## src/rtl/sr_gate_pkg.sv

```systemverilog
package sr_gate_pkg;
  typedef enum logic {PH_IDLE = 1'b0, PH_COND = 1'b1} phase_e;
endpackage

```

## src/rtl/sr_edge_filter.sv

```systemverilog
module sr_edge_filter
  import sr_gate_pkg::*;
#(
  parameter int DEB_CYC = 15
) (
  input  logic   clk,
  input  logic   rst_n,
  input  logic   sense_on,
  input  phase_e phase,
  output logic   start_hit,
  output logic   end_hit
);
  localparam int RUN_W = $clog2(DEB_CYC + 1);
  localparam logic [RUN_W-1:0] LAST_RUN = RUN_W'(DEB_CYC - 1);
  localparam logic [RUN_W-1:0] RUN_MAX  = RUN_W'(DEB_CYC);

  logic [RUN_W-1:0] on_run, off_run;

  assign start_hit = (phase == PH_IDLE) && sense_on  && (on_run  == LAST_RUN);
  assign end_hit   = (phase == PH_COND) && !sense_on && (off_run == LAST_RUN);

  always_ff @(posedge clk) begin
    if (!rst_n) begin
      on_run  <= '0;
      off_run <= '0;
    end else if (phase == PH_IDLE) begin
      off_run <= '0;
      if (!sense_on || start_hit) on_run <= '0;
      else if (on_run != RUN_MAX) on_run <= on_run + 1'b1;
    end else begin
      on_run <= '0;
      if (sense_on || end_hit) off_run <= '0;
      else if (off_run != RUN_MAX) off_run <= off_run + 1'b1;
    end
  end

  generate
    if (DEB_CYC > 1) begin : g_chk
      // a start needs the previous sample asserted as well
      a_r1_start_after_run: assert property (@(posedge clk) disable iff (!rst_n)
        start_hit |-> $past(sense_on));
    end
  endgenerate
endmodule

```

## src/rtl/sr_cond_meter.sv

```systemverilog
module sr_cond_meter
  import sr_gate_pkg::*;
#(
  parameter int LEN_W   = 12,
  parameter int DEB_CYC = 15
) (
  input  logic             clk,
  input  logic             rst_n,
  input  logic             sense_on,
  input  logic             start_hit,
  input  logic             end_hit,
  output phase_e           phase,
  output logic [LEN_W-1:0] elapsed,
  output logic [LEN_W-1:0] last_len,
  output logic             meas_ok
);
  localparam logic [LEN_W-1:0] LEN_MAX   = {LEN_W{1'b1}};
  localparam logic [LEN_W-1:0] DEB_COUNT = LEN_W'(DEB_CYC);

  logic [LEN_W-1:0] run_len;
  logic [LEN_W-1:0] elapsed_inc;

  assign elapsed_inc = (elapsed == LEN_MAX) ? LEN_MAX : elapsed + 1'b1;

  always_ff @(posedge clk) begin
    if (!rst_n) begin
      phase    <= PH_IDLE;
      elapsed  <= '0;
      run_len  <= '0;
      last_len <= '0;
      meas_ok  <= 1'b0;
    end else if (start_hit) begin
      phase   <= PH_COND;
      elapsed <= DEB_COUNT;
      run_len <= DEB_COUNT;
    end else if (end_hit) begin
      phase    <= PH_IDLE;
      last_len <= run_len;
      meas_ok  <= 1'b1;
    end else if (phase == PH_COND) begin
      elapsed <= elapsed_inc;
      if (sense_on) run_len <= elapsed_inc;
    end
  end

  // the elapsed count holds at its ceiling
  a_r9_saturate: assert property (@(posedge clk) disable iff (!rst_n)
    (phase == PH_COND && !end_hit && elapsed == LEN_MAX) |=> elapsed == LEN_MAX);
  // the published length only moves when an interval ends
  a_r3_hold_len: assert property (@(posedge clk) disable iff (!rst_n)
    (phase == PH_COND && !end_hit) |=> $stable(last_len));
endmodule

```

## src/rtl/sr_gate_sched.sv

```systemverilog
module sr_gate_sched
  import sr_gate_pkg::*;
#(
  parameter int LEN_W   = 12,
  parameter int DEAD_W  = 8,
  parameter int DEB_CYC = 15,
  parameter int PROP_CYC = 20
) (
  input  logic              clk,
  input  logic              rst_n,
  input  logic              sense_on,
  input  logic              start_hit,
  input  phase_e            phase,
  input  logic [LEN_W-1:0]  elapsed,
  input  logic [LEN_W-1:0]  last_len,
  input  logic              meas_ok,
  input  logic [DEAD_W-1:0] dead_cyc,
  output logic              gate
);
  localparam logic [LEN_W-1:0] ON_CYC = LEN_W'(DEB_CYC + PROP_CYC);

  logic [LEN_W-1:0] dead_ext, off_pred, off_lim;
  logic             armed, killed, pred_ok;

  assign dead_ext = LEN_W'(dead_cyc);
  assign off_pred = last_len - dead_ext;
  assign pred_ok  = meas_ok && (last_len > dead_ext) && (off_pred > ON_CYC);

  always_ff @(posedge clk) begin
    if (!rst_n) begin
      armed   <= 1'b0;
      killed  <= 1'b0;
      off_lim <= '0;
    end else if (start_hit) begin
      armed   <= pred_ok;
      killed  <= 1'b0;
      off_lim <= off_pred;
    end else if (phase == PH_COND && !sense_on) begin
      killed <= 1'b1;
    end
  end

  assign gate = (phase == PH_COND) && armed && !killed &&
                (elapsed >= ON_CYC) && (elapsed < off_lim);

  // a deasserted sample during conduction removes the gate next cycle
  a_r4_force_off: assert property (@(posedge clk) disable iff (!rst_n)
    (phase == PH_COND && !sense_on) |=> !gate);
  // no drive without an earlier measurement
  a_r7_needs_meas: assert property (@(posedge clk) disable iff (!rst_n)
    gate |-> meas_ok);
  // the gate rises exactly at the turn-on count
  a_r2_rise_point: assert property (@(posedge clk) disable iff (!rst_n)
    $rose(gate) |-> elapsed == ON_CYC);
endmodule

```

## src/rtl/sr_gate_timer.sv

```systemverilog
module sr_gate_timer
  import sr_gate_pkg::*;
#(
  parameter int LEN_W    = 12,
  parameter int DEAD_W   = 8,
  parameter int DEB_CYC  = 15,
  parameter int PROP_CYC = 20
) (
  input  logic              clk,
  input  logic              rst_n,
  input  logic              sense_on,
  input  logic [DEAD_W-1:0] dead_cyc,
  output logic              gate,
  output logic [LEN_W-1:0]  meas_len
);
  phase_e           phase;
  logic             start_hit, end_hit, meas_ok;
  logic [LEN_W-1:0] elapsed;

  sr_edge_filter #(.DEB_CYC(DEB_CYC)) u_filter (
    .clk(clk), .rst_n(rst_n), .sense_on(sense_on), .phase(phase),
    .start_hit(start_hit), .end_hit(end_hit)
  );

  sr_cond_meter #(.LEN_W(LEN_W), .DEB_CYC(DEB_CYC)) u_meter (
    .clk(clk), .rst_n(rst_n), .sense_on(sense_on),
    .start_hit(start_hit), .end_hit(end_hit),
    .phase(phase), .elapsed(elapsed), .last_len(meas_len), .meas_ok(meas_ok)
  );

  sr_gate_sched #(.LEN_W(LEN_W), .DEAD_W(DEAD_W), .DEB_CYC(DEB_CYC),
                  .PROP_CYC(PROP_CYC)) u_sched (
    .clk(clk), .rst_n(rst_n), .sense_on(sense_on), .start_hit(start_hit),
    .phase(phase), .elapsed(elapsed), .last_len(meas_len), .meas_ok(meas_ok),
    .dead_cyc(dead_cyc), .gate(gate)
  );
endmodule

```

## config.mk

```make
export PLATFORM = sky130hd
export DESIGN_NAME = sr_gate_timer
export DESIGN_NICKNAME = d
export VERILOG_FILES = /design/src/rtl/sr_gate_pkg.sv /design/src/rtl/sr_edge_filter.sv /design/src/rtl/sr_cond_meter.sv /design/src/rtl/sr_gate_sched.sv /design/src/rtl/sr_gate_timer.sv
export SDC_FILE = /design/constraint.sdc
export NUM_CORES = 1
export LEC_CHECK = 0
export ABC_AREA = 1
export BUFFER_PORTS_ARGS = -buffer_cell sky130_fd_sc_hd__buf_2
export CELL_PAD_IN_SITES_DETAIL_PLACEMENT = 1
export CELL_PAD_IN_SITES_GLOBAL_PLACEMENT = 1
export CORE_AREA = 4 4 94 96
export CTS_BUF_LIST = sky130_fd_sc_hd__clkbuf_8
export CTS_CLUSTER_DIAMETER = 150
export DETAILED_ROUTE_END_ITERATION = 10
export DIE_AREA = 0 0 98 100
export PLACE_DENSITY = 0.78
export RECOVER_POWER = 50
export SETUP_SLACK_MARGIN = 0.4
export SLEW_MARGIN = 30
export SYNTH_ARGS = -nofsm -noshare
export SYNTH_HDL_FRONTEND = slang
export SYNTH_HIERARCHICAL = 1
export SYNTH_SLANG_ARGS = --single-unit
export TNS_END_PERCENT = 50
```

## constraint.sdc

```tcl
create_clock -name clk -period 2.3 [get_ports clk]
set_input_delay 0.46 -clock clk [delete_from_list [all_inputs] [get_ports clk]]
set_output_delay 0.46 -clock clk [all_outputs]
set_load 0.1 [all_outputs]
```

==> summary.txt, run 1 <==
Status
  – Outcome: complete, but fails checks
  – Failing checks: setup timing

Pwr
  – P_leak: 0.00216 µW
  – Internal power: 1620 µW
  – Sw Pwr: 498 µW
  – VDD IR max: 0.333 mV
  – Gate power share: 0.052
  – Clock power share: 0.461
  – PD cells: 491 mW/mm²
  – Sw frac: 0.235
  – Flop pwr share: 0.487

Cells and area
  – Share of layout cells above drive strength 1: 0.207
  – Antenna Diode Count: 0
  – Fin cells: 675
  – Area Growth Syn to Fin: 22.0%
  – Final core utilization: 0.536
  – Fin nets: 601
  – Fill cell count: 1071

Critical path
  – WS Path Type: reg2out
  – Worst reg-to-reg path cell count: 11
  – Req. time, crit path: 1840 ps
  – CP endpoint kind: output pin
  – Flop2flop setup slack: 320 ps
  – Critical Path Start Type: flip-flop
  – Crit-path max FO: 7
  – Worst Path Arrival: 1930 ps

Yosys
  – Synthesized cell area: 0.00354 mm²
  – Post-synth top area share: 0.340
  – Post-Syn Area per Cell: 6.87 µm²
  – Top FF cell, synth: dfxtp_1
  – Post-synth cell types: 37
  – Mapped Nets: 551
  – Post-Synth Simple-Gate Area: 0.310
  – Count of state elements after synthesis: 60
  – Sequential share of the synthesized area: 0.340
  – Most frequent cell after synthesis: nand2_1
  – Top post-synthesis cells by count: 94 x nand2_1, 88 x inv_1, 72 x nor2_1
  – Top post-synthesis cells by area: dfxtp_1 34%, nand2_1 10%, inv_1 9.3%, ha_1 8.5%, nor2_1 7.6%
  – Post-Synth XOR/XNOR Area: 0.0149
  – Adder-Cell Fraction of Synth Area: 0.0906
  – Post-synthesis compound-gate area fraction: 0.134
  – Largest family of logic cells by synthesized area: simple AND/OR/NAND/NOR gates
  – FFs w/ async S/R, synth: 0
  – Post-synthesis cell count: 515
  – Yosys warns: 6
  – EDFF count, synth: 0
  – Mux cell area share after synthesis: 0
  – Dominant cell type by area after synthesis: dfxtp_1

Place
  – Post-Place Setup Slack: 103 ps
  – Routability cong.: 0.895
  – Detailed-placement wirelength estimate: 8.05 mm
  – Inst Count DP: 650
  – Number of port buffers: 23

Clocking
  – CTS H-tree depth: 3
  – Clk_lat worst skew: 340 ps
  – Number of CTS-inserted buffers: 9
  – Sink Count: 60
  – Clk buf depth: 2
  – TritonCTS clock tree: built
  – Root Buffer: clkbuf_8
  – Clock slew at reported path FFs: 70 ps
  – Post-CTS Hold Buffers: 0

Timing
  – Slew of the pin with the lowest slew margin: 1170 ps
  – Slew Limit Fails: 0
  – Worst Skew: 9.05 ps
  – Slew headroom: 0.221
  – Final setup TNS: -86.5 ps
  – Worst setup margin: -86.5 ps
  – Setup Viol. Count Final: 1
  – Fmax: 419 MHz
  – RSZ-0062 raised after global routing: true
  – Final Critical Period: 2390 ps
  – Final Hold Vio Count: 0
  – WHS: 424 ps
  – Fin crit share: 1.04

Die
  – Top-level I/O count: 24
  – Core box area: 0.00805 mm²
  – Die Area: 0.00980 mm²
  – Rows: 33
  – Die Wd: 98 µm
  – Initial Util: 0.439
  – Die H: 100 µm

Detailed routing
  – Antenna Violating Nets Remaining: 0
  – Iter 0 DRT Violations: 92
  – Via count: 3579
  – Per-cell routed wire length: 16.1 µm
  – Total Wirelength: 10.8 mm
  – DRT Pass-1 Iters: 4
  – Vias per Instance: 5.30
  – Residual DRC: 0

GRT
  – Total global-route track usage: 0.231
  – Largest net degree at the start of global routing: 28
  – GR Overflow Total: 0
  – First-pass GRT wire length: 18.0 mm
  – Vias in the first global route: 3826
  – Initial antenna violation count: 0

Min path
  – Hold path depth: 3
  – Worst min-delay path category: in2reg

Flow run
  – MaxCap Viol Count: 0
[per-stage QoR]
stage               total power, µW  instance area, µm²
global route                   2200                4320
finish                         2120                4320
CTS                            2140                4220
detailed placement             1160                3930
global placement               1150                3930
floorplan                      1120                3590
[timing repair]
item,CTS,global route
hold endpoints to repair,0,0
pin swaps,13,17
endpoints found under the setup margin,7,25
gates resized for setup,14,21
buffers inserted,6,3
[final timing paths]
path | startpoint | endpoint
worst min-delay path | rst_n | u_meter/meas_ok
worst max-delay path | u_meter/elapsed[5] | gate
worst max register to register | u_filter/off_run[0] | u_meter/elapsed[1]
worst min register to register | u_meter/meas_ok | u_meter/meas_ok
[power by group through the flow]
stage | Sequential (µW) | Clock (µW) | Combinational, µW
after floorplan | 1060 | 0 | 64.3
after CTS | 1030 | 1010 | 104
after global placement | 1060 | 0 | 95.6
after detailed placement | 1060 | 0 | 98.3
final | 1030 | 978 | 110
after global routing | 1030 | 1050 | 122
[registers in the layout, summed over array words and instances (netlist names)]
name	count
u_meter/meas_ok	1
u_meter/run_len	12
u_filter/on_run	4
u_sched/killed	1
u_meter/phase	1
u_filter/off_run	4
u_sched/off_lim	12
u_sched/armed	1
u_meter/elapsed	12
u_meter/last_len	12
[routing by layer]
layer / wire (µm) / global-route usage / vias up
met3: 304 / 0.0334 / 23
li1: - / - / 1758
met1: 4680 / 0.276 / 1743
met4: 232 / 0.0990 / 0
met5: 0 / 0 / -
met2: 5620 / 0.414 / 55
[final cells by class]
type / count / area, µm² / share of cell area
multi-input combinational: 353 / 2090 / 0.484
sequential: 60 / 1230 / 0.286
inverter: 94 / 360 / 0.0835
timing repair buffer: 47 / 297 / 0.0687
clock buffer: 11 / 151 / 0.0351
tap: 105 / 131 / 0.0304
clock inverter: 5 / 51.3 / 0.0119
[critical path: stages (launching register included)]
cell	delay (ps)
dfxtp_2	380
ha_1	320
a21oi_1	170
o31ai_1	100
nand2_1	130
o2111ai_4	140
nor2_4	160
buf_12	180
[cells in the final DEF, fill, tap and decap left out, types with 4 or more instances in the layout]
| cell type | count |
|---|---|
| a21oi_1 | 14 |
| buf_2 | 13 |
| buf_4 | 22 |
| clkbuf_1 | 6 |
| clkbuf_2 | 4 |
| clkbuf_8 | 11 |
| dfxtp_1 | 49 |
| dfxtp_4 | 8 |
| ha_1 | 20 |
| inv_1 | 85 |
| inv_2 | 6 |
| nand2_1 | 88 |
| nand2_2 | 10 |
| nand3_1 | 29 |
| nand3_2 | 11 |
| nand4_1 | 9 |
| nor2_1 | 71 |
| o21ai_0 | 39 |
| o21bai_1 | 9 |
| o22ai_1 | 9 |
[cells by family after synthesis]
kind of cell    Yosys count
simple gates            240
xor+xnor                  6
buf+inv                 102
flops                    60
compound gates           82
fa+ha+maj                25
No activity file was read; power rests on OpenSTA's default activity.
==> run 2: changes to the inputs <==
Settings changed: CORE_AREA 4 4 94 96 to 4 4 92 94, DIE_AREA 0 0 98 100 to 0 0 96 98, PLACE_DENSITY 0.78 to 0.77, SYNTH_HIERARCHICAL 1 to default.
==> run 2 against run 1 <==
Compared with the run above: register-to-register slack worse by 210 ps; largest power group unchanged; routed wire length is 10% lower; the run still ends with setup timing left; area after synthesis down 5.7%; global-route usage shrank 1.6 points; sequential cell count is the same; cell count fell by 7.6%; clock skew about the same; total power shrank 1.0%.
==> summary.txt, run 2 <==
Pwr
  – Sw frac: 0.229
  – Internal power: 1620 µW
  – Clock power share: 0.461
  – P_leak: 0.00191 µW
  – Gate power share: 0.047
  – PD cells: 515 mW/mm²
  – Flop pwr share: 0.492
  – VDD IR max: 0.326 mV
  – Total power: 2100 µW
  – Sw Pwr: 480 µW

Critical path
  – Worst Path Arrival: 1850 ps
  – WS Path Type: reg2out
  – Worst R2R Start: u_filter.off_run[0]
  – R2r endpoint: u_meter.last_len[9]
  – Flop2flop setup slack: 110 ps
  – CP max stage cell: dfxtp_2
  – CP endpoint kind: output pin
  – Critical path's top delay family: flip-flops
  – CP Buf/Inv Count: 1
  – Critical Path Start Type: flip-flop
  – Req. time, crit path: 1840 ps
  – Crit path cell chain: ha_4 > a21oi_2 > o31ai_1 > a21oi_1 > nand2_2 > nor3_4 > buf_12
  – CP peak stage delay: 410 ps
  – Stages on the worst setup path: 7
  – Worst reg-to-reg path cell count: 7
  – Crit-path max FO: 5

Min path
  – Worst min-delay path category: in2reg
  – Hold_sp: rst_n
  – Hold path depth: 3
  – Hold Path Sink: u_meter.phase

Place
  – Routability cong.: 0.843
  – Number of port buffers: 23
  – Detailed-placement wirelength estimate: 7.24 mm

GRT
  – GR Overflow Total: 0
  – Initial antenna violation count: 0
  – First-pass GRT wire length: 16.0 mm
  – Vias in the first global route: 3293
  – Total global-route track usage: 0.215
  – Largest net degree at the start of global routing: 22

Detailed routing
  – Total Wirelength: 9.72 mm
  – Iter 0 DRT Violations: 111
  – Residual DRC: 0
  – DRT Pass-1 Iters: 4
  – Via count: 3267
  – Vias per Instance: 5.24
  – Per-cell routed wire length: 15.6 µm
  – Antenna Violating Nets Remaining: 0

Die
  – Die Area: 0.00941 mm²
  – Die H: 98 µm
  – Core box area: 0.00765 mm²
  – Initial Util: 0.436
  – Top-level I/O count: 24
  – Rows: 32
  – Die Wd: 96 µm

Yosys
  – EDFF count, synth: 0
  – Synthesized cell area: 0.00334 mm²
  – Top post-synthesis cells by area: dfxtp_1 36%, nand2_1 9.8%, ha_1 9.0%, inv_1 8.6%, a21oi_1 6.5%
  – Dominant cell type by area after synthesis: dfxtp_1
  – Post-synthesis cell count: 480
  – Post-Syn Area per Cell: 6.95 µm²
  – Most frequent cell after synthesis: nand2_1
  – FFs w/ async S/R, synth: 0
  – Yosys warns: 0
  – Post-synth top area share: 0.360
  – Mapped Nets: 516
  – Sequential share of the synthesized area: 0.360
  – Post-synth cell types: 35
  – Top post-synthesis cells by count: 87 x nand2_1, 76 x inv_1, 60 x dfxtp_1
  – Top FF cell, synth: dfxtp_1
  – Count of state elements after synthesis: 60

Clocking
  – Number of CTS-inserted buffers: 9
  – Post-CTS Hold Buffers: 0
  – CTS H-tree depth: 3
  – Clk_lat worst skew: 330 ps
  – Sink Count: 60
  – TritonCTS clock tree: built
  – Clk buf depth: 2
  – Root Buffer: clkbuf_8
  – Clock slew at reported path FFs: 70 ps

Timing
  – Final Hold Vio Count: 0
  – Fmax: 432 MHz
  – Final Critical Period: 2310 ps
  – Slew of the pin with the lowest slew margin: 1180 ps
  – Final setup TNS: -13.1 ps
  – RSZ-0062 raised after global routing: true
  – Slew Limit Fails: 0
  – Setup Viol. Count Final: 1
  – Worst setup margin: -13.1 ps
  – Fin crit share: 1.01
  – Worst Skew: 8.63 ps
  – Slew headroom: 0.214

Cells and area
  – Fin nets: 553
  – Share of layout cells above drive strength 1: 0.222
  – Area Growth Syn to Fin: 22.1%
  – Commonest cells after routing, fill and taps aside: 80 x nand2_1, 76 x inv_1, 47 x nor2_1
  – Most common cell after layout, fill and taps aside: nand2_1
  – Antenna Diode Count: 0
  – Fill cell count: 996
  – FF+latch area: 0.00125 mm²
  – Area of the multi-input gates: 0.00197 mm²

Status
  – Failing checks: setup timing
  – Outcome: complete, but fails checks

Flow run
  – MaxCap Viol Count: 0
==> run 2: changes by cell type in the layout (fill, tap and decap cells not counted), moves of 6 or more <==
cell,delta
nand3_1,-6
dfxtp_2,+9
nand3_2,-7
dfxtp_1,-9
inv_1,-9
buf_4,-11
a21oi_1,+22
nand2_1,-8
a21oi_2,+6
o21bai_1,-8
nor2_1,-24
==> run 2: worst max-delay path by stage <==
stage | start | endpoint | slack (ps)
floorplan | u_meter.elapsed[7] | gate | 50
global placement | dead_cyc[2] | u_sched.armed | 220
detailed placement | dead_cyc[2] | u_sched.armed | 140
CTS | u_meter.elapsed[1] | gate | -30
global route | u_meter.elapsed[7] | gate | -130
finish | u_meter.elapsed[7] | gate | -10
==> run 2: power by group through the flow <==
stage	Combinational, µW	Sequential, µW	Clock [µW]
2_1_floorplan	59.8	1060	0
3_3_place_gp	88.6	1060	0
3_5_place_dp	90.8	1060	0
4_1_cts	92.8	1030	979
5_1_grt	110	1030	1050
6_report	98.3	1030	968
==> run 2: timing repair <==
item                       CTS  global route
resized for setup           10            42
setup endpoints to repair    4            17
setup buffers                0             7
pin swaps                    3            16
==> run 2: kinds of logic after synthesis <==
logic type,count (synthesis),synth area share
AO/OA/AOI/OAI,106,0.168
XOR/XNOR,5,0.0131
adder cells (fa/ha/maj),25,0.0960
buffers and inverters,92,0.105
flip-flops,60,0.360
AND/OR/NAND/NOR,192,0.257
==> run 2: layout make-up <==
class / count / share of cell area
Inverter: 84 / 0.0787
Multi-Input combinational cell: 328 / 0.485
Timing Repair Buffer: 34 / 0.0495
Clock inverter: 5 / 0.0126
Clock buffer: 11 / 0.0372
Tap cell: 102 / 0.0313
Sequential cell: 60 / 0.306
==> run 2: tightest hold or removal path: cells and delay by family <==
family	cells	cell delay (ps)
buffers and inverters	2	160
AND/OR/NAND/NOR	1	120
==> run 2: per-stage QoR <==
| step | worst slack [ps] | instances | hold slack [ps] | area [µm²] | util |
|---|---|---|---|---|---|
| after CTS | -33.9 | 617 | 451 | 3870 | 0.506 |
| final | -13.1 | 624 | 450 | 4070 | 0.532 |
| after global routing | -131 | 624 | 501 | 4070 | 0.532 |
| after global placement | 221 | 601 | 449 | 3640 | 0.476 |
| after detailed placement | 136 | 601 | 471 | 3640 | 0.476 |
| after floorplan | 49.0 | 480 | 426 | 3390 | - |
==> run 2: routing by layer <==
layer	vias up	track usage	routed length (µm)
li1	1630	-	-
met1	1584	0.282	4400
met2	45	0.366	4950
met3	8	0.0300	286
met4	0	0.0536	79
met5	-	0	0
